### src/rtl/ppa_pkg.sv
package ppa_pkg;

  localparam int MIN_WIDTH = 2;

  function automatic int levelsFor(input int width);
    return $clog2(width);
  endfunction

endpackage

### src/rtl/ppa_bitpg.sv
module ppa_bitpg #(
  parameter int WIDTH = 32
) (
  input  logic [WIDTH-1:0] opA,
  input  logic [WIDTH-1:0] opB,
  input  logic             carryIn,
  output logic [WIDTH-1:0] bitProp,
  output logic [WIDTH-1:0] foldGen
);

  logic [WIDTH-1:0] rawGen;

  assign rawGen  = opA & opB;
  assign bitProp = opA ^ opB;

  // carry input behaves as a generate one position below bit 0
  assign foldGen = {rawGen[WIDTH-1:1], rawGen[0] | (bitProp[0] & carryIn)};

  // a position cannot both create and pass a carry
  always_comb begin
    a_r1_gen_prop_exclusive: assert ((rawGen & bitProp) == '0);
  end

endmodule

### src/rtl/ppa_prefix.sv
module ppa_prefix #(
  parameter int WIDTH = 32
) (
  input  logic [WIDTH-1:0] genIn,
  input  logic [WIDTH-1:0] propIn,
  output logic [WIDTH-1:0] grpGen,
  output logic [WIDTH-1:0] grpProp
);

  localparam int LEVELS = ppa_pkg::levelsFor(WIDTH);

  logic [LEVELS:0][WIDTH-1:0] lvlG;
  logic [LEVELS:0][WIDTH-1:0] lvlP;

  assign lvlG[0] = genIn;
  assign lvlP[0] = propIn;

  for (genvar k = 0; k < LEVELS; k++) begin : g_level
    localparam int SPAN = 1 << k;
    for (genvar i = 0; i < WIDTH; i++) begin : g_bit
      if (i >= SPAN) begin : g_merge
        assign lvlG[k+1][i] = lvlG[k][i] | (lvlP[k][i] & lvlG[k][i-SPAN]);
        assign lvlP[k+1][i] = lvlP[k][i] & lvlP[k][i-SPAN];
      end else begin : g_pass
        assign lvlG[k+1][i] = lvlG[k][i];
        assign lvlP[k+1][i] = lvlP[k][i];
      end
    end

    // a group newly generating at the wider span must have propagated at the narrower one
    always_comb begin
      for (int i = 0; i < WIDTH; i++) begin
        if (lvlG[k+1][i] && !lvlG[k][i])
          a_r1_merge_needs_prop: assert (lvlP[k][i]);
        if (lvlP[k+1][i])
          a_r1_prop_narrows: assert (lvlP[k][i]);
      end
    end
  end

  assign grpGen  = lvlG[LEVELS];
  assign grpProp = lvlP[LEVELS];

endmodule

### src/rtl/ppa_sum.sv
module ppa_sum #(
  parameter int WIDTH = 32
) (
  input  logic [WIDTH-1:0] bitProp,
  input  logic [WIDTH-1:0] grpGen,
  input  logic [WIDTH-1:0] grpProp,
  input  logic             carryIn,
  output logic [WIDTH-1:0] sumOut,
  output logic             carryOut
);

  logic [WIDTH-1:0] carryInto;

  assign carryInto = {grpGen[WIDTH-2:0], carryIn};
  assign sumOut    = bitProp ^ carryInto;
  assign carryOut  = grpGen[WIDTH-1];

  // a run of propagating bits from bit 0 hands the carry input straight up
  always_comb begin
    for (int i = 0; i < WIDTH; i++) begin
      if (grpProp[i])
        a_r4_prop_run_passes_cin: assert (grpGen[i] == carryIn);
    end
  end

endmodule

### src/rtl/ppa_adder.sv
module ppa_adder #(
  parameter int WIDTH = 32
) (
  input  logic [WIDTH-1:0] opA,
  input  logic [WIDTH-1:0] opB,
  input  logic             carryIn,
  output logic [WIDTH-1:0] sumOut,
  output logic             carryOut
);

  logic [WIDTH-1:0] bitProp;
  logic [WIDTH-1:0] foldGen;
  logic [WIDTH-1:0] grpGen;
  logic [WIDTH-1:0] grpProp;

  ppa_bitpg #(.WIDTH(WIDTH)) pg_i (
    .opA     (opA),
    .opB     (opB),
    .carryIn (carryIn),
    .bitProp (bitProp),
    .foldGen (foldGen)
  );

  ppa_prefix #(.WIDTH(WIDTH)) tree_i (
    .genIn   (foldGen),
    .propIn  (bitProp),
    .grpGen  (grpGen),
    .grpProp (grpProp)
  );

  ppa_sum #(.WIDTH(WIDTH)) sum_i (
    .bitProp  (bitProp),
    .grpGen   (grpGen),
    .grpProp  (grpProp),
    .carryIn  (carryIn),
    .sumOut   (sumOut),
    .carryOut (carryOut)
  );

  logic [WIDTH:0] refTotal;
  assign refTotal = {1'b0, opA} + {1'b0, opB} + {{WIDTH{1'b0}}, carryIn};

  always_comb begin
    a_r1_sum_matches:   assert (sumOut == refTotal[WIDTH-1:0]);
    a_r2_carry_matches: assert (carryOut == refTotal[WIDTH]);
  end

endmodule

### config.mk
export PLATFORM = sky130hd
export DESIGN_NAME = ppa_adder
export DESIGN_NICKNAME = d
export VERILOG_FILES = /design/src/rtl/ppa_pkg.sv /design/src/rtl/ppa_bitpg.sv /design/src/rtl/ppa_prefix.sv /design/src/rtl/ppa_sum.sv /design/src/rtl/ppa_adder.sv
export SDC_FILE = /design/constraint.sdc
export NUM_CORES = 1
export LEC_CHECK = 0
export BUFFER_PORTS_ARGS = -buffer_cell sky130_fd_sc_hd__buf_2
export CORE_MARGIN = 2
export CORE_UTILIZATION = 30
export DETAILED_ROUTE_END_ITERATION = 10
export GPL_TIMING_DRIVEN = 0
export PLACE_DENSITY = 0.53
export SYNTH_ARGS = -nofsm -noshare
export SYNTH_HDL_FRONTEND = slang
export SYNTH_SLANG_ARGS = --single-unit
### constraint.sdc
create_clock -name vclk -period 6.36
set_input_delay 1.59 -clock vclk [all_inputs]
set_output_delay 1.59 -clock vclk [all_outputs]
set_load 0.01 [all_outputs]
==> out/metrics.yaml <==
detailed_routing:
  met3_length_um: 337
  antenna_violating_nets_post_route: 0
  drt-total-wl_um: 5920
  top_layer_used: "met4"
  wl_per_cell_um: 13.4
  route.layer.met1.wl_um: 2970
  route.detailed.vias_per_inst: 5.24
  post-route-drc-count: 0
  drt_iter0_markers: 102
  vias: 2314
  route.met2.wl_um: 2570
  dr.pass1.iters: 4
setup_path:
  worst_ep_arrival_time_ps: 4180
  critPathSlowestCell: "fa_1"
  setup.worst_path.start_class: "input port"
  worstPathCellList: "buf_2, fa_1, fa_1, a21o_1, a221oi_4, o211a_4, nor2_1, a311o_1, xor2_1, buf_2"
  sort_of_element_at_the_end_of_the_critical_path: "output pin"
  worst-setup-path-type: "in -> out"
  timing.critical_path.buf_inv: 2
  cp_slowest_stage_delay_ps: 480
  crit_path_max_fanout: 4
  worst-endpoint-required_ps: 4770
  critPathTopFamily: "compound AO/OA/AOI/OAI gates"
synth:
  synth-seq-area-share_pct: 0
  syn-mean-instance-area_um2: 7.28
  synth.net_count: 365
  synth_top_cell_by_area: "ha_1"
  synthDominantCellAreaShare_pct: 20.0
  synth_cells: 267
  synthesis.yosys.warnings: 0
  syn_area_um2: 1940
  synth.area.top_cells: "ha_1 20%, a21oi_1 8.5%, xnor2_1 6.8%"
  number_of_distinct_library_cells_after_synthesis: 54
pwr:
  p_per_area_nw_per_um2: 120
  leak_pwr_nw: 1.22
  ir_worst_vdd_mv: 0.0476
sta:
  tns_ps: 0
  timing.final.max_slew_violations: 0
  clock.fmax_mhz: 173
  finalCritPeriodShare_pct: 90.8
  setup_repair_after_global_routing_missed_its_margin: "false"
  final_hold_fails: 0
  timing.final.setup_violations: 0
  min_period_ps: 5770
  worst_slew_pin_slew_ps: 612
  hold_ws_ps: 3530
  timing.slew.headroom_pct: 58.8
global_routing:
  first_global_vias: 2137
  track_usage_pct: 15.6
  antenna_found_initial: 0
  global_route_wire_length_before_repair_um: 9750
  grt_start_max_net_pins: 11
  global_route.overflow_total: 0
floorplanning:
  die_width_um: 84.5
  die_area_um2: 7140
  initial_core_utilization_pct: 30.8
  num_rows: 29
  io_pins: 98
  coreArea_um2: 6310
  chipHeight_um: 84.5
layout:
  total_area_of_multi_input_combinational_cells_um2: 1880
  final_layout_size_suffix_gt1_share_pct: 32.6
  final.clkbuf_count: 0
  numSequentialCells: 0
  layout.area.seq_um2: 0
  nFillCells: 699
  insertedDiodeCount: 0
  area_growth_pct: 30.2
  layout.nets: 465
cts:
  post_cts.repair.setup_buffers: 0
  post_cts.resized_instances: 0
  holdBufCountCts: 0
place:
  post-dp-hpwl_um: 5080
  gp_congestion: 0.890
  io_buffer_count: 98
status:
  status: "finished, final reports clean"
run:
  cap_violations: 0
min_path:
  timing.hold.worst.class: "in -> out"
-- worst min-delay path: cells and delay by family --
kind | cells | cell delay (ps)
adders and majority gates | 1 | 150
buffers and inverters | 2 | 200
-- cells in the final DEF, fill, tap and decap left out, types with 6 or more instances in the layout --
cell / count
o21ai_0: 11
ha_1: 31
a21oi_1: 33
xor2_1: 12
a21o_1: 10
nand2_1: 29
xnor2_1: 15
buf_2: 103
o21ai_1: 6
nor2_1: 22
nand4_1: 8
-- power by group --
group          leakage [nW]  internal (W)  switching [W]
clock                     0             0              0
combinational          1.22      0.000130       0.000173
sequential                0             0              0
total                  1.22      0.000130       0.000173
-- layout make-up --
cell class         instances  area share (%)
plain buffers             10            1.73
inverters                  5           0.742
multi-input cells        252            74.3
well taps                 77            3.81
repair buffers            98            19.4
-- routing by layer --
metal | GRT usage (%) | vias to the layer above
met5 | 0 | -
li1 | - | 1218
met4 | 1.15 | 0
met1 | 24.0 | 1021
met3 | 0.885 | 4
met2 | 24.8 | 71
-- synth_stat cells, types with 2 or more instances --
cell type  number
and2_1          2
or3_1           3
o211ai_1        5
o21ai_2         3
xnor2_1        15
o31ai_1         2
a21oi_1        33
xor2_1         12
nand2_1        29
o21bai_1        5
fa_1            2
o21ai_0        11
a311oi_1        2
and4_1          2
nand3_1         2
ha_1           31
a211oi_1        4
clkbuf_1        5
nand4_1         8
inv_1           5
o41ai_2         2
o21ai_1         6
nor2_1         22
a21boi_0        2
a31oi_1         2
o22ai_1         2
nor3_1          3
mux2i_1         2
a21o_1         10
o21a_1          5
and3_1          3
buf_2           5
-- cell families after synthesis --
kind of cell,count (synthesis),synth area share (%)
buffers and inverters,15,3.22
AO/OA/AOI/OAI,109,41.5
multiplexers,3,1.61
AND/OR/NAND/NOR,80,19.5
XOR/XNOR,27,12.2
adder cells (fa/ha/maj),33,22.0
-- path summary, 6_finish.rpt --
path,start,endpoint,slack [ps],cells after the start
setup / recovery,opA[0],sumOut[16],590,10
hold / removal,carryIn,sumOut[0],3530,3
-- metrics by stage --
| stage | utilization [%] | setup slack (ps) | cells | area (µm²) | total power, W |
|---|---|---|---|---|---|
| after floorplan | - | 928 | 267 | 1940 | 0.000202 |
| after global placement | 40.1 | 597 | 442 | 2530 | 0.000301 |
| after detailed placement | 40.1 | 584 | 442 | 2530 | 0.000302 |
| after CTS | 40.1 | 574 | 442 | 2530 | 0.000304 |
| after global routing | 40.1 | 455 | 442 | 2530 | 0.000337 |
| final | 40.1 | 585 | 442 | 2530 | 0.000303 |
Note: power is estimated with default switching activity, not from simulation.
